## src/rtl/i2c_tgt_pkg.sv

```systemverilog
package i2c_tgt_pkg;

    localparam int BYTE_W = 8;
    localparam int CNT_W  = 4;

    typedef enum logic [3:0] {
        ST_IDLE,
        ST_ADDR,
        ST_AACK,
        ST_CMD,
        ST_CACK,
        ST_WR,
        ST_TX,
        ST_TACK,
        ST_IGNORE
    } tgt_state_e;

    typedef struct packed {
        tgt_state_e        state;
        logic [CNT_W-1:0]  cnt;
        logic [BYTE_W-1:0] shreg;
        logic [BYTE_W-1:0] ptr;
        logic [BYTE_W-1:0] txbyte;
        logic              rw;
        logic              nack;
        logic              pull;
        logic              wr_en;
        logic [BYTE_W-1:0] wr_idx;
        logic [BYTE_W-1:0] wr_data;
    } fsm_regs_t;

endpackage

```

## src/rtl/i2c_line_sync.sv

```systemverilog
module i2c_line_sync #(
    parameter int STAGES = 2
) (
    input  logic clk,
    input  logic rst_n,
    input  logic scl_i,
    input  logic sda_i,
    output logic sda_o,
    output logic scl_rise_o,
    output logic scl_fall_o,
    output logic start_o,
    output logic stop_o
);

    logic [STAGES-1:0] scl_sync_d, scl_sync_q;
    logic [STAGES-1:0] sda_sync_d, sda_sync_q;
    logic              scl_prev_d, scl_prev_q;
    logic              sda_prev_d, sda_prev_q;
    logic              scl_s, sda_s;

    assign scl_s = scl_sync_q[STAGES-1];
    assign sda_s = sda_sync_q[STAGES-1];

    always_comb begin
        scl_sync_d = {scl_sync_q[STAGES-2:0], scl_i};
        sda_sync_d = {sda_sync_q[STAGES-2:0], sda_i};
        scl_prev_d = scl_s;
        sda_prev_d = sda_s;
    end

    always_ff @(posedge clk or negedge rst_n) begin
        if (!rst_n) begin
            scl_sync_q <= '1;
            sda_sync_q <= '1;
            scl_prev_q <= 1'b1;
            sda_prev_q <= 1'b1;
        end else begin
            scl_sync_q <= scl_sync_d;
            sda_sync_q <= sda_sync_d;
            scl_prev_q <= scl_prev_d;
            sda_prev_q <= sda_prev_d;
        end
    end

    // Edges and bus conditions, all taken from the synchronised lines.
    assign sda_o      = sda_s;
    assign scl_rise_o = scl_s & ~scl_prev_q;
    assign scl_fall_o = ~scl_s & scl_prev_q;
    assign start_o    = scl_s & scl_prev_q & sda_prev_q & ~sda_s;
    assign stop_o     = scl_s & scl_prev_q & ~sda_prev_q & sda_s;

endmodule

```

## src/rtl/i2c_tgt_fsm.sv

```systemverilog
module i2c_tgt_fsm
    import i2c_tgt_pkg::*;
#(
    parameter logic [6:0] DEV_ADDR = 7'h6B
) (
    input  logic              clk,
    input  logic              rst_n,
    input  logic              sda_s_i,
    input  logic              scl_rise_i,
    input  logic              scl_fall_i,
    input  logic              start_i,
    input  logic              stop_i,
    input  logic [BYTE_W-1:0] rd_data_i,
    output logic [BYTE_W-1:0] rd_idx_o,
    output logic              sda_pull_o,
    output logic              wr_en_o,
    output logic [BYTE_W-1:0] wr_idx_o,
    output logic [BYTE_W-1:0] wr_data_o
);

    localparam logic [CNT_W-1:0] FULL = CNT_W'(BYTE_W);

    fsm_regs_t st_d, st_q;

    always_comb begin
        st_d       = st_q;
        st_d.wr_en = 1'b0;
        if (stop_i) begin
            st_d.state = ST_IDLE;
            st_d.pull  = 1'b0;
        end else if (start_i) begin
            st_d.state = ST_ADDR;
            st_d.cnt   = '0;
            st_d.pull  = 1'b0;
        end else begin
            unique case (st_q.state)
                ST_ADDR, ST_CMD, ST_WR: begin
                    if (scl_rise_i && st_q.cnt < FULL) begin
                        st_d.shreg = {st_q.shreg[BYTE_W-2:0], sda_s_i};
                        st_d.cnt   = st_q.cnt + 1'b1;
                    end else if (scl_fall_i && st_q.cnt == FULL) begin
                        st_d.cnt = '0;
                        if (st_q.state == ST_ADDR) begin
                            if (st_q.shreg[7:1] == DEV_ADDR) begin
                                st_d.pull  = 1'b1;
                                st_d.rw    = st_q.shreg[0];
                                st_d.state = ST_AACK;
                            end else begin
                                st_d.state = ST_IGNORE;
                            end
                        end else if (st_q.state == ST_CMD) begin
                            st_d.ptr   = st_q.shreg;
                            st_d.pull  = 1'b1;
                            st_d.state = ST_CACK;
                        end else begin
                            st_d.wr_en   = 1'b1;
                            st_d.wr_idx  = st_q.ptr;
                            st_d.wr_data = st_q.shreg;
                            st_d.ptr     = st_q.ptr + 1'b1;
                            st_d.pull    = 1'b1;
                            st_d.state   = ST_CACK;
                        end
                    end
                end
                ST_AACK: begin
                    if (scl_fall_i) begin
                        if (st_q.rw) begin
                            st_d.txbyte = {rd_data_i[BYTE_W-2:0], 1'b0};
                            st_d.pull   = ~rd_data_i[BYTE_W-1];
                            st_d.cnt    = CNT_W'(1);
                            st_d.state  = ST_TX;
                        end else begin
                            st_d.pull  = 1'b0;
                            st_d.state = ST_CMD;
                        end
                    end
                end
                ST_CACK: begin
                    if (scl_fall_i) begin
                        st_d.pull  = 1'b0;
                        st_d.state = ST_WR;
                    end
                end
                ST_TX: begin
                    if (scl_fall_i) begin
                        if (st_q.cnt < FULL) begin
                            st_d.pull   = ~st_q.txbyte[BYTE_W-1];
                            st_d.txbyte = {st_q.txbyte[BYTE_W-2:0], 1'b0};
                            st_d.cnt    = st_q.cnt + 1'b1;
                        end else begin
                            st_d.pull  = 1'b0;
                            st_d.ptr   = st_q.ptr + 1'b1;
                            st_d.state = ST_TACK;
                        end
                    end
                end
                ST_TACK: begin
                    if (scl_rise_i) begin
                        st_d.nack = sda_s_i;
                    end else if (scl_fall_i) begin
                        if (!st_q.nack) begin
                            st_d.txbyte = {rd_data_i[BYTE_W-2:0], 1'b0};
                            st_d.pull   = ~rd_data_i[BYTE_W-1];
                            st_d.cnt    = CNT_W'(1);
                            st_d.state  = ST_TX;
                        end else begin
                            st_d.state = ST_IGNORE;
                        end
                    end
                end
                default: ;
            endcase
        end
    end

    always_ff @(posedge clk or negedge rst_n) begin
        if (!rst_n) begin
            st_q <= '{state: ST_IDLE, default: '0};
        end else begin
            st_q <= st_d;
        end
    end

    assign rd_idx_o   = st_q.ptr;
    assign sda_pull_o = st_q.pull;
    assign wr_en_o    = st_q.wr_en;
    assign wr_idx_o   = st_q.wr_idx;
    assign wr_data_o  = st_q.wr_data;

    // the pull moves only after a falling SCL edge or a bus condition
    a_r8_pull_moves_scl_low: assert property (@(posedge clk) disable iff (!rst_n)
        !$stable(st_q.pull) |-> $past(scl_fall_i || start_i || stop_i));

    // a stop leaves SDA released
    a_r8_release_on_stop: assert property (@(posedge clk) disable iff (!rst_n)
        stop_i |=> !st_q.pull);

    // a register write is launched only from a falling SCL edge
    a_r3_write_on_fall: assert property (@(posedge clk) disable iff (!rst_n)
        st_q.wr_en |-> $past(scl_fall_i));

    // a foreign address is never acknowledged
    a_r1_foreign_addr_no_ack: assert property (@(posedge clk) disable iff (!rst_n)
        (st_q.state == ST_ADDR && scl_fall_i && st_q.cnt == FULL &&
         st_q.shreg[7:1] != DEV_ADDR && !start_i && !stop_i) |=> !st_q.pull);

    // a NACK from the controller frees the bus
    a_r6_nack_releases: assert property (@(posedge clk) disable iff (!rst_n)
        (st_q.state == ST_TACK && scl_fall_i && st_q.nack && !start_i && !stop_i)
        |=> (!st_q.pull && st_q.state == ST_IGNORE));

endmodule

```

## src/rtl/i2c_reg_bank.sv

```systemverilog
module i2c_reg_bank
    import i2c_tgt_pkg::*;
#(
    parameter int          NUM_REGS     = 8,
    parameter logic [7:0]  DEFAULT_SEED = 8'hA5,
    parameter logic [7:0]  DEFAULT_STEP = 8'h11
) (
    input  logic                       clk,
    input  logic                       rst_n,
    input  logic                       wr_en_i,
    input  logic [BYTE_W-1:0]          wr_idx_i,
    input  logic [BYTE_W-1:0]          wr_data_i,
    input  logic [BYTE_W-1:0]          rd_idx_i,
    output logic [BYTE_W-1:0]          rd_data_o,
    output logic [NUM_REGS*BYTE_W-1:0] regs_o
);

    localparam int               IDX_W = (NUM_REGS > 1) ? $clog2(NUM_REGS) : 1;
    localparam logic [BYTE_W:0]  LIMIT = (BYTE_W+1)'(NUM_REGS);

    logic [BYTE_W-1:0] regs_d [NUM_REGS];
    logic [BYTE_W-1:0] regs_q [NUM_REGS];
    logic              wr_hit, rd_hit;

    function automatic logic [BYTE_W-1:0] reg_default(input int idx);
        return DEFAULT_SEED + BYTE_W'(idx) * DEFAULT_STEP;
    endfunction

    assign wr_hit = ({1'b0, wr_idx_i} < LIMIT);
    assign rd_hit = ({1'b0, rd_idx_i} < LIMIT);

    always_comb begin
        for (int i = 0; i < NUM_REGS; i++) begin
            regs_d[i] = regs_q[i];
        end
        if (wr_en_i && wr_hit) begin
            regs_d[wr_idx_i[IDX_W-1:0]] = wr_data_i;
        end
    end

    always_ff @(posedge clk or negedge rst_n) begin
        if (!rst_n) begin
            for (int i = 0; i < NUM_REGS; i++) begin
                regs_q[i] <= reg_default(i);
            end
        end else begin
            for (int i = 0; i < NUM_REGS; i++) begin
                regs_q[i] <= regs_d[i];
            end
        end
    end

    assign rd_data_o = rd_hit ? regs_q[rd_idx_i[IDX_W-1:0]] : '0;

    for (genvar g = 0; g < NUM_REGS; g++) begin : g_out
        assign regs_o[g*BYTE_W +: BYTE_W] = regs_q[g];
    end

    // a write outside the bank changes nothing
    a_r7_oob_write_ignored: assert property (@(posedge clk) disable iff (!rst_n)
        (wr_en_i && !wr_hit) |=> (regs_o == $past(regs_o)));

    // an in-range write lands in its register
    a_r3_write_lands: assert property (@(posedge clk) disable iff (!rst_n)
        (wr_en_i && wr_idx_i == '0) |=> (regs_o[BYTE_W-1:0] == $past(wr_data_i)));

endmodule

```

## src/rtl/i2c_regbank_target.sv

```systemverilog
module i2c_regbank_target #(
    parameter int          NUM_REGS     = 8,
    parameter logic [6:0]  DEV_ADDR     = 7'h6B,
    parameter int          SYNC_STAGES  = 2,
    parameter logic [7:0]  DEFAULT_SEED = 8'hA5,
    parameter logic [7:0]  DEFAULT_STEP = 8'h11
) (
    input  logic                  clk,
    input  logic                  rst_n,
    input  logic                  scl_i,
    input  logic                  sda_i,
    output logic                  sda_pull_o,
    output logic [NUM_REGS*8-1:0] regs_o
);

    logic       sda_s, scl_rise, scl_fall, start_c, stop_c;
    logic [7:0] rd_idx, rd_data, wr_idx, wr_data;
    logic       wr_en;

    i2c_line_sync #(
        .STAGES (SYNC_STAGES)
    ) u_sync (
        .clk        (clk),
        .rst_n      (rst_n),
        .scl_i      (scl_i),
        .sda_i      (sda_i),
        .sda_o      (sda_s),
        .scl_rise_o (scl_rise),
        .scl_fall_o (scl_fall),
        .start_o    (start_c),
        .stop_o     (stop_c)
    );

    i2c_tgt_fsm #(
        .DEV_ADDR (DEV_ADDR)
    ) u_fsm (
        .clk        (clk),
        .rst_n      (rst_n),
        .sda_s_i    (sda_s),
        .scl_rise_i (scl_rise),
        .scl_fall_i (scl_fall),
        .start_i    (start_c),
        .stop_i     (stop_c),
        .rd_data_i  (rd_data),
        .rd_idx_o   (rd_idx),
        .sda_pull_o (sda_pull_o),
        .wr_en_o    (wr_en),
        .wr_idx_o   (wr_idx),
        .wr_data_o  (wr_data)
    );

    i2c_reg_bank #(
        .NUM_REGS     (NUM_REGS),
        .DEFAULT_SEED (DEFAULT_SEED),
        .DEFAULT_STEP (DEFAULT_STEP)
    ) u_bank (
        .clk       (clk),
        .rst_n     (rst_n),
        .wr_en_i   (wr_en),
        .wr_idx_i  (wr_idx),
        .wr_data_i (wr_data),
        .rd_idx_i  (rd_idx),
        .rd_data_o (rd_data),
        .regs_o    (regs_o)
    );

endmodule

```

## config.mk

```make
export PLATFORM = sky130hd
export DESIGN_NAME = i2c_regbank_target
export DESIGN_NICKNAME = d
export VERILOG_FILES = /design/src/rtl/i2c_tgt_pkg.sv /design/src/rtl/i2c_line_sync.sv /design/src/rtl/i2c_tgt_fsm.sv /design/src/rtl/i2c_reg_bank.sv /design/src/rtl/i2c_regbank_target.sv
export SDC_FILE = /design/constraint.sdc
export NUM_CORES = 1
export LEC_CHECK = 0
export CORE_MARGIN = 5
export CORE_UTILIZATION = 52
export CTS_BUF_LIST = sky130_fd_sc_hd__clkbuf_2
export DETAILED_ROUTE_END_ITERATION = 6
export PLACE_DENSITY = 0.78
export SYNTH_ARGS = -nofsm -noshare
export SYNTH_HDL_FRONTEND = slang
export SYNTH_SLANG_ARGS = --single-unit
```

## constraint.sdc

```tcl
create_clock -name clk -period 2.3 [get_ports clk]
set_clock_uncertainty 0.15 [all_clocks]
set_input_delay 0.23 -clock clk [delete_from_list [all_inputs] [get_ports clk]]
set_output_delay 0.23 -clock clk [all_outputs]
set_load 0.02 [all_outputs]
```

**After elaboration in Yosys (flattened, before gate mapping)**

Index checks and enable logic that the tools add are counted.

- Multiply operators: 0
- Mux-type cells: 61
- Div/mod/pow operators: 0
- Add/subtract/negate cells: 2
- $lt $le $gt $ge: 6
- Shifts and indexed selects: 0
- Bitwise operators: 20
- Equal/unequal tests: 38
- Reductions and logical operators: 18

Operators by type and width:

| kind | number |
|---|---|
| $mux 8 | 21 |
| $mux 17 | 5 |
| $bwmux 64 | 1 |
| $mux 4 | 11 |
| $mux 18 | 2 |
| $reduce_and 10->1 | 3 |
| $bmux 8 s3 | 1 |
| $demux 8 s3 | 1 |
| $pmux 8 s3 | 1 |
| $ne 4x3->1 const B | 5 |
| $pmux 4 s5 | 1 |
| $eq 4x3->1 const B | 4 |
| $lt 8x4->1 const B | 2 |
| $mux 16 | 1 |
| $ne 4x4->1 const B | 4 |
| $pmux 4 s4 | 1 |
| $pmux 8 s2 | 1 |
| $ne 3x2->1 const B | 5 |
| $reduce_and 7->1 | 2 |
| $mux 1 | 12 |
| $ne 2x1->1 const B | 6 |
| $not 1->1 | 11 |
| $ne 2x2->1 const B | 5 |
| $reduce_and 9->1 | 1 |
| other kinds (24) | 38 |

- Bits in writable memories: 0
- Bits in read-only memories: 0
- Output and inout bits: 65
- Input bits: 4
- Memories: 0
- Register bits after elaboration: 122
- Bits in latches: 0

**Depth between registers and ports, before layout**

Gate-level depths: netlist of run 1.

- Word-level depth: 12
- Mapped depth: 8

**Modules after synthesis**

Synthesis of run 1 repeated with hierarchy kept, for this count alone.

- Cell total of the unflattened synthesis: 501
- Area, all modules: 6259.8 µm²

Modules (own cells, without submodules):

| module | area an instance (µm²) | instances | cells an instance | seq. area each (µm²) |
|---|---|---|---|---|
| i2c_reg_bank | 3081.7 | 1 | 195 | 1645.3 |
| i2c_tgt_fsm | 2987.9 | 1 | 296 | 1276.2 |
| i2c_line_sync | 190.2 | 1 | 10 | 157.7 |

**Worst setup path after synthesis of run 1**

OpenSTA, ideal clock, no wires.

- Path type: reg2reg
- Start: register u_fsm.st_q[44] in the netlist's numbering
- End: register u_fsm.st_q[47] in the netlist's numbering
- Slack: 0.111 ns
- Arrival: 1.961 ns
- Buffers on the path: 0
- Period minus slack after synthesis: 2.189 ns
- Stages on the path, launching flop included: 8
- Library setup time: 0.078 ns
- Path through: dfrtp_1 -> inv_1 -> ha_1 -> and3b_1 -> a2111oi_1 -> a2111o_1 -> or4_1 -> a21boi_1

- Cells in the longest elaborated chain, start to end: 5
- Elaborated cells on any way between the ends: 13
- Classes of those cells: add/sub (1); order compare (1); eq/ne (3); mux (5); reduce/logical (3)

RTL lines:

| item | line | text |
|---|---|---|
| start, declared | i2c_tgt_fsm.sv:23 | `fsm_regs_t st_d, st_q;` |
| start signal, assigned | i2c_tgt_fsm.sv:120 | `st_q <= st_d;` |
| $add 4x1->4 / $lt 4x4->1 (equally long branches) | n/a |  |
| $mux 4 / $logic_and 1x1->1 (equally long branches) | i2c_tgt_fsm.sv:86, i2c_tgt_fsm.sv:38 |  |
| $mux 8 / $mux 4 (equally long branches) | i2c_tgt_fsm.sv:85, i2c_tgt_fsm.sv:38 |  |
| $pmux 4 s4 | i2c_tgt_fsm.sv:36 | `unique case (st_q.state)` |
| $mux 8 | i2c_tgt_fsm.sv:31 | `end else if (start_i) begin` |

Several ways; a longest one is shown, not always the timed one. The select of a mux whose other input is x is not followed.
A chain may end at the register's enable or synchronous reset.

**Final worst setup path of run 1**

- Start: register u_fsm.st_q (netlist bit u_fsm.wr_idx_o[7])
- End: register u_bank.regs_q (netlist bit u_bank.regs_o[11])

- Cells in the longest elaborated chain, start to end: 2

RTL lines:

| item | line | text |
|---|---|---|
| $lt 8x4->1 | i2c_reg_bank.sv:29 | `assign wr_hit = ({1'b0, wr_idx_i} < LIMIT);` |
| $logic_and 1x1->1 | i2c_reg_bank.sv:36 | `if (wr_en_i && wr_hit) begin` |
| end signal, assigned by index | i2c_reg_bank.sv:44 | `regs_q[i] <= reg_default(i);` |
| end signal, assigned by index | i2c_reg_bank.sv:48 | `regs_q[i] <= regs_d[i];` |
| end, declared | i2c_reg_bank.sv:22 | `logic [BYTE_W-1:0] regs_q [NUM_REGS];` |

Every way passes these cells.

==> reports/metrics.csv, run 1 <==
metric,value,unit
drt first pass iters,5,
via density per instance,5.93,
Critical Path Source Type,register,
Hold WS,0.221,ns
Crit path max-delay family,simple AND/OR/NAND/NOR gates,
ANT nets after route,0,
post-route setup TNS,0,ns
DRT Wirelength,14400,um
ys async rst share,1.00,
Unique masters post-synth,56,
post-synthesis sequential area ratio,0.530,
core box area,0.0109,mm^2
most common cell in the synthesized netlist,mux2_2,
WS Path Type,reg2reg,
Tot GR Track Use,0.231,
dpl hpwl,9990,um
Post-Synthesis Cells,461,
Post-synth EDFFs,0,
path length in cells of the critical path,6,
port bufs,68,
syn_nets,468,
CTS Buf Count,17,
width of the die,116,um
Critical-path top delay cell,dfrtp_1,
htree depth,4,
post-synth top area cell,dfrtp_1,
critical-path cell list,nor4_2 -> nand3b_1 -> nand2b_1 -> nor3b_2 -> buf_4 -> mux2_2,
Reg2Reg Depth,6,
Row Count,38,
"Cell Area, Placed",0.00688,mm^2
register clock-pin slew on the reported worst setup and hold paths,0.17,ns
max-cap viol count,0,
largest net degree at the start of global routing,48,
Syn Area/Cell,12.6,um^2
Peak supply drop,0.465,mV
TritonCTS clock tree,built,
Design Power,0.00493,W
Max Clk Rate,454,MHz
Worst slew margin,0.692,
crit path max fanout,6,
CTS root buf,clkbuf_2,
antenna violations before repair,0,
initial core utilization,0.534,
status,completed,
Nets,578,
CP Launch Point,u_fsm.wr_idx_o[7],
share of layout cells above drive strength 1,0.389,
Worst-Margin Slew,0.463,ns
global-route wire length before repair,23600,um
Pins Over Slew Limit,0,
fin util,0.659,
# setup viols final,0,
grt total ovfl,0,
main flop type after synthesis,dfrtp_1,
vias in the first global route,4449,
top post-synthesis cells by count,"mux2_2 (92), dfrtp_1 (80), dfstp_2 (41)",
die area,0.0134,mm^2
gpl congestion,0.859,
Ys Warns,0,
Yosys reg bits,121,
Clock Tree Buf Depth,2,
# clock sinks,121,
Netlist Area Pre-Place,0.00581,mm^2
DRT iter0 DRCs,337,
final hold violations,0,
die height,116,um
WP data arrival,2.63,ns
# DRC,0,
Hold Startpoint,u_sync.sda_sync_q[0],
Worst Hold Class,reg2reg,
pwr/cell area,687,mW/mm^2
Worst-Skew Late Latency,0.68,ns
critical path's largest stage delay,0.42,ns
Pleak,3.34,nW
Worst Setup End Kind,register,
hold depth,0,
n_diodes,0,
CP bufs+invs,1,
average wire per standard cell,19.8,um
Tmin final,2.20,ns
vias after detailed routing,4295,
worst r2r src,u_fsm.wr_idx_o[7],
top cell type's share of synthesized area,0.345,
P&R area growth vs syn,23.4,%
Post-Layout Inst Area,0.00717,mm^2
IO Pins,69,
WP data required,2.73,ns
Final Cycle Share,0.958,
Synth area leaders,"dfrtp_1 (34%), dfstp_2 (19%), mux2_2 (18%), mux4_2 (5.4%), a21oi_1 (2.5%)",
-- cells by family (layout without fill, tap and decap cells) --
| family | count (synthesis) | in the layout | synth area share |
|---|---|---|---|
| and+or+nand+nor | 111 | 111 | 0.105 |
| AOI/OAI and AO/OA | 77 | 77 | 0.0838 |
| xor gates and xnor gates | 1 | 1 | 0.00151 |
| muxes | 117 | 117 | 0.252 |
| buffers and inverters | 31 | 154 | 0.0217 |
| adders and majority gates | 3 | 3 | 0.00646 |
| DFF | 121 | 121 | 0.530 |
-- final timing paths --
check	slack, ns	endpoint
setup / recovery	0.1	u_bank.regs_o[11]
max in group asynchronous	1.00	u_bank.regs_o[28]
min in group asynchronous	0.57	u_bank.regs_o[13]
setup reg to reg	0.1	u_bank.regs_o[11]
hold / removal	0.22	u_sync.sda_sync_q[1]
hold reg to reg	0.22	u_sync.sda_sync_q[1]
-- per-stage QoR --
step	instances	setup slack [ns]
global placement	685	0.138
detailed placement	685	0.0535
global route	724	-0.00624
finish	724	0.0971
floorplan	461	0.111
CTS	722	0.0151
-- cells in the final DEF (no fill, tap or decap), types with 5 or more instances in the layout --
master           synthesis  routed
dlygate4sd2_1            0      35
buf_4                    1      40
nor2b_1                  5       5
clkdlybuf4s50_1          0      32
nand2b_1                 7       7
dfstp_2                 41      41
nor3_1                   9       9
o22ai_1                  5       5
o21ai_0                 14      13
mux2_2                  92      92
nor2_1                  23      23
mux2i_1                 11      11
nand2_1                 23      23
mux4_2                  14      14
a21oi_1                 29      29
nand3_1                 13      13
dfrtp_1                 80      80
clkbuf_2                 0      20
inv_1                    9       8
-- report_power, final --
group / internal [W] / total, W / switching, W / leakage, nW
registers: 0.00230 / 0.00248 / 0.000186 / 1.52
clock network: 0.000617 / 0.00141 / 0.000795 / 0.153
logic: 0.000455 / 0.00104 / 0.000581 / 1.67
-- layer usage --
layer	track usage	vias to the layer above	share of wire
met5	0	-	0
met3	0.0580	28	0.048
met2	0.371	161	0.49
li1	-	1947	-
met4	0.0874	0	0.022
met1	0.308	2159	0.44
-- sequential cells by signal, summed over array words and instances (netlist names), 2 cells and up --
register,count
u_fsm.wr_data_o,8
u_sync.scl_sync_q,2
u_sync.sda_sync_q,2
u_fsm.st_q,25
u_bank.regs_o,64
u_fsm.wr_idx_o,8
u_fsm.rd_idx_o,8
-- area by class of cell --
cell class | count | area [um^2]
clock inverters | 12 | 150
flip-flops and latches | 121 | 3080
inverters | 9 | 33.8
well taps | 140 | 175
multi-input cells | 309 | 2630
repair buffers | 113 | 1010
fillers | 820 | 3710
clock buffers | 20 | 100
-- what timing repair did --
item / in CTS / in global routing
gates resized for setup: 35 / 5
hold buffers: 5 / 0
setup buffers: 0 / 2
pin swaps: 0 / 0
hold endpoints to repair: 111 / 0
setup endpoints to repair: 35 / 36
Power figures use the tool's default switching activity.
==> run 2, diff against run 1 <==
- ABC_AREA: unset -> 1
- CORE_UTILIZATION: 52 -> 53
- PLACE_DENSITY: 0.78 -> 0.79
- SKIP_LAST_GASP: unset -> 1
==> reports/metrics.csv, run 2 <==
metric,value,unit,change
grt total ovfl,0,,unchanged
DRT Wirelength,16400,um,+15%
# DRC,0,,unchanged
path length in cells of the critical path,1,,-5
P&R area growth vs syn,17.4,%,
CTS root buf,clkbuf_2,,
antenna violations before repair,0,,unchanged
Post-Synthesis Cells,750,,+63%
Tmin final,2.15,ns,-0.0501 ns
die height,116,um,+0.25%
IO Pins,69,,unchanged
critical-path cell list,clkdlybuf4s50_1,,
Reg2Reg Depth,5,,-1
CP bufs+invs,1,,unchanged
Unique masters post-synth,36,,-36%
Worst Setup End Kind,output port,,
Max Clk Rate,465,MHz,+2.3%
top cell type's share of synthesized area,0.336,,-0.00833
WP data required,1.92,ns,-0.81 ns
global-route wire length before repair,26800,um,+14%
Crit path max-delay family,buffers and inverters,,
die area,0.0135,mm^2,+0.50%
via density per instance,5.55,,-6.5%
critical path's largest stage delay,0.63,ns,+0.21 ns
Netlist Area Pre-Place,0.00595,mm^2,+2.5%
Peak supply drop,0.494,mV,+6.2%
Tot GR Track Use,0.261,,+0.0297
register clock-pin slew on the reported worst setup and hold paths,0.19,ns,+0.02 ns
width of the die,116,um,+0.25%
worst reg2reg setup slack,0.21,ns,+0.11 ns
WP data arrival,1.77,ns,-0.86 ns
placed insts,938,,+37%
port bufs,68,,unchanged
max FFs per register,64,,unchanged
Hold WS,0.0924,ns,-0.128 ns
WS Path Type,reg2out,,
# setup viols final,0,,unchanged
average wire per standard cell,16.9,um,-15%
Critical-path top delay cell,clkdlybuf4s50_1,,
initial core utilization,0.545,,+0.0108
Worst Hold Class,in2async,,
Post-CTS Setup Bufs,0,,unchanged
post-synth top area cell,dfrtp_1,,
most common cell in the synthesized netlist,nand2_1,,
crit path max fanout,3,,-3
CTS Buf Count,17,,unchanged
htree depth,4,,unchanged
Critical Path Source Type,register,,
Yosys reg bits,121,,unchanged
status,completed,,
largest net degree at the start of global routing,42,,-13%
post-route setup TNS,0,ns,unchanged
dpl hpwl,11700,um,+17%
pwr/cell area,886,mW/mm^2,+29%
final hold violations,0,,unchanged
"commonest non-fill, non-tap cells in the layout","nand2_1 (255), o21ai_0 (118), dfrtp_1 (80)",,
Pleak,3.21,nW,-3.9%
share of layout cells above drive strength 1,0.137,,-0.252
Worst-Margin Slew,0.983,ns,+0.520 ns
Pins Over Slew Limit,0,,unchanged
RSZ-0062 raised after global routing,false,,
Reg2Reg Capture Point,u_bank.regs_o[34],,
Ys Warns,0,,unchanged
Final Cycle Share,0.936,,-0.0218
TritonCTS clock tree,built,,
Row Count,38,,unchanged
Syn Area/Cell,7.94,um^2,-37%
vias in the first global route,5244,,+18%
ANT nets after route,0,,unchanged
main flop type after synthesis,dfrtp_1,,
# clock sinks,121,,unchanged
ys async rst share,1.00,,unchanged
DRT iter0 DRCs,537,,+59%
n_diodes,0,,unchanged
Worst slew margin,0.342,,-0.349
post-synthesis sequential area ratio,0.517,,-0.0128
top post-synthesis cells by count,"nand2_1 (255), o21ai_0 (118), dfrtp_1 (80)",,
worst r2r src,u_fsm.wr_idx_o[4],,
gpl congestion,0.938,,+9.2%
core box area,0.0109,mm^2,+0.44%
syn_nets,757,,+62%
max-cap viol count,0,,unchanged
Synth area leaders,"dfrtp_1 (34%), dfstp_2 (18%), nand2_1 (16%), o21ai_0 (9.9%), nor2_1 (3.6%)",,
Clock Tree Buf Depth,2,,unchanged
drt first pass iters,5,,unchanged
Worst-Skew Late Latency,0.70,ns,+0.02 ns
Nets,828,,+43%
Post-synth EDFFs,0,,unchanged
"non-filler cells, final",974,,+35%
vias after detailed routing,5402,,+26%
"commonest non-fill, non-tap cell in the layout",nand2_1,,
-- run 2: report_power, final --
part / internal (W) / switching [W]
sequential: 0.00233 / 0.000210
combinational: 0.000727 / 0.00158
clock: 0.000494 / 0.000853
total: 0.00355 / 0.00264
-- run 2: cells by family after synthesis --
group,share of synthesized area
adders and majority gates,0.00630
xor gates and xnor gates,0.0103
DFF,0.517
buffers and inverters,0.0607
and+or+nand+nor,0.277
AOI/OAI and AO/OA,0.128
-- run 2: worst max-delay path by stage --
stage / to / startpoint / slack, ns
finish: regs_o[52] / u_bank.regs_o[52] / 0.15
global route: regs_o[4] / u_bank.regs_o[4] / 0.06
CTS: regs_o[52] / u_bank.regs_o[52] / 0.1
detailed placement: u_fsm.rd_idx_o[0] / u_sync.scl_prev_q / 0.25
global placement: u_fsm.rd_idx_o[0] / u_fsm.st_q[51] / 0.29
floorplan: u_fsm.wr_idx_o[0] / u_sync.scl_prev_q / 0.59
-- run 2: layer usage --
| metal | part of all wire | global-route usage | wire, um |
|---|---|---|---|
| met1 | 0.44 | 0.368 | 7300 |
| met4 | 0.021 | 0.0982 | 340 |
| met2 | 0.46 | 0.392 | 7570 |
| met3 | 0.075 | 0.0668 | 1240 |
| met5 | 0 | 0 | 0 |
-- run 2: area by class of cell --
type                            instances  area, um^2
Multi-Input combinational cell        544        2510
Inverter                               57         215
Timing Repair Buffer                   80         772
Sequential cell                       121        3080
Tap cell                              140         175
Clock inverter                         15         151
Clock buffer                           17        85.1
Fill cell                             996        3940
-- run 2: what timing repair did --
item / CTS / global route
resized for setup: 35 / 0
setup endpoints to repair: 35 / 0
hold buffers: 4 / 0
hold endpoints to repair: 114 / 0
-- run 2: per-stage QoR --
step	power, W	worst slack [ns]	utilization	cell area (um^2)
4_1_cts	0.00618	0.0987	0.639	6990
3_3_place_gp	0.00479	0.288	0.618	6760
5_1_grt	0.00664	0.0617	0.639	6990
3_5_place_dp	0.00483	0.249	0.618	6760
6_report	0.00619	0.147	0.639	6990
2_1_floorplan	0.00419	0.586	-	5950
==> run 3, diff against run 2 <==
- PLACE_DENSITY: 0.79 -> 0.87
==> reports/metrics.csv, run 3 (synthesized netlist as in run 2, its figures left out) <==
metric,value,unit,change
status,finished with violations,,
failing checks,design-rule violations,,
IO Pins,69,,unchanged
share of layout cells above drive strength 1,0.138,,+0.00103
crit path max fanout,3,,unchanged
core box area,0.0109,mm^2,unchanged
Critical Path Source Type,register,,
placed insts,938,,unchanged
"commonest non-fill, non-tap cell in the layout",nand2_1,,
RSZ-0062 raised after global routing,true,,
Tot GR Track Use,0.257,,-0.00451
pwr/cell area,875,mW/mm^2,-1.2%
WP data arrival,1.80,ns,+0.03 ns
Worst-Skew Late Latency,0.72,ns,+0.02 ns
DRT iter0 DRCs,498,,-7.3%
WS Path Type,reg2out,,
met3 usage,0.0757,,+0.00888
gpl congestion,0.905,,-3.5%
GR Util met1,0.363,,-0.00517
GR Layer Usage met2,0.387,,-0.00499
largest net degree at the start of global routing,35,,-17%
critical-path cell list,clkdlybuf4s50_1,,
CTS root buf,clkbuf_2,,
max-cap viol count,0,,unchanged
port bufs,68,,unchanged
Pins Over Slew Limit,0,,unchanged
Worst Setup End Kind,output port,,
Tmin final,2.18,ns,+0.0258 ns
"commonest non-fill, non-tap cells in the layout","nand2_1 (254), o21ai_0 (118), dfrtp_1 (80)",,
Critical-path top delay cell,clkdlybuf4s50_1,,
"Cell Area, Placed",0.00675,mm^2,-0.19%
htree depth,4,,unchanged
Post-Layout Inst Area,0.00700,mm^2,+0.13%
Post-Place Worst Slack,0.252,ns,+0.00300 ns
die height,116,um,unchanged
Crit path max-delay family,buffers and inverters,,
Max Clk Rate,459,MHz,-1.2%
vias in the first global route,5094,,-2.9%
grt total ovfl,0,,unchanged
register clock-pin slew on the reported worst setup and hold paths,0.21,ns,+0.02 ns
n_diodes,0,,unchanged
# clock sinks,121,,unchanged
TritonCTS clock tree,built,,
die area,0.0135,mm^2,unchanged
dpl hpwl,11300,um,-3.3%
critical path's largest stage delay,0.63,ns,about the same
setup ws final,0.121,ns,-0.0258 ns
Worst slew margin,0.346,,+0.00375
width of the die,116,um,unchanged
initial core utilization,0.545,,unchanged
P&R area growth vs syn,17.6,%,
global-route wire length before repair,26500,um,-1.3%
Row Count,38,,unchanged
Worst Hold Class,reg2reg,,
CP bufs+invs,1,,unchanged
drt first pass iters,7,,+2
average wire per standard cell,16.6,um,-1.9%
most crowded layer after global routing,met2,,
post-route setup TNS,0,ns,unchanged
ANT nets after route,0,,unchanged
final hold violations,0,,unchanged
max FFs per register,64,,unchanged
"non-filler cells, final",975,,+0.10%
# DRC,1,,+1
# setup viols final,0,,unchanged
Peak supply drop,0.494,mV,about the same
Pleak,3.26,nW,+1.4%
DRT Wirelength,16100,um,-1.8%
WP data required,1.92,ns,about the same
antenna violations before repair,0,,unchanged
via density per instance,5.57,,+0.38%
CTS Buf Count,17,,unchanged
Clock Tree Buf Depth,2,,unchanged
Worst-Margin Slew,0.981,ns,-0.00238 ns
Final Cycle Share,0.947,,+0.0112
vias after detailed routing,5428,,+0.48%
Nets,829,,+0.12%
## run 3: cell types whose count changed in the layout (fill, tap and decap cells not counted), moves of 2 or more
cell            change
clkinv_2            -3
clkinv_4            +3
dlygate4sd2_1       -3
dlymetal6s2s_1      +3
inv_8               +2
## run 3: area by class of cell
class / instances / area [um^2]
tap: 140 / 175
multi-input combinational: 544 / 2520
timing repair buffer: 81 / 783
sequential: 121 / 3080
fill: 937 / 3940
clock inverter: 15 / 146
clock buffer: 17 / 85.1
inverter: 57 / 215
## run 3: layer usage
| layer | part of all wire | vias to the layer above |
|---|---|---|
| met5 | 0 | - |
| met4 | 0.020 | 0 |
| met3 | 0.098 | 35 |
| met2 | 0.45 | 263 |
| met1 | 0.43 | 2565 |
| li1 | - | 2565 |
## run 3: path summary, 6_finish.rpt
path                                              to  cells after the start  slack [ns]                 start
worst min register to register  u_sync.sda_sync_q[1]                      0        0.22  u_sync.sda_sync_q[0]
worst min-delay path            u_sync.sda_sync_q[1]                      0        0.22  u_sync.sda_sync_q[0]
max in group asynchronous           u_fsm.sda_pull_o                      4        0.40                 rst_n
min in group asynchronous          u_bank.regs_o[41]                      3        0.55                 rst_n
worst max-delay path                       regs_o[8]                      1        0.12      u_bank.regs_o[8]
worst max register to register     u_fsm.rd_idx_o[0]                      8        0.19        u_fsm.st_q[51]
## run 3: report_power, final
part	total [W]	internal (W)	switching (W)
Sequential	0.00253	0.00233	0.000201
Clock	0.00134	0.000409	0.000928
Combinational	0.00226	0.000697	0.00156
## run 3: metrics by stage
| step | hold WS [ns] | util | power (W) |
|---|---|---|---|
| floorplan | -0.216 | - | 0.00419 |
| finish | 0.219 | 0.640 | 0.00613 |
| global placement | 0.0612 | 0.617 | 0.00474 |
| CTS | 0.221 | 0.639 | 0.00608 |
| global route | 0.227 | 0.640 | 0.00655 |
| detailed placement | 0.0648 | 0.617 | 0.00477 |
## run 3: repair_timing
| action | CTS | global route |
|---|---|---|
| hold endpoints to repair | 121 | 0 |
| gates resized for setup | 32 | 5 |
| hold buffers | 5 | 0 |
| setup buffers | 0 | 0 |
| endpoints found under the setup margin | 32 | 43 |
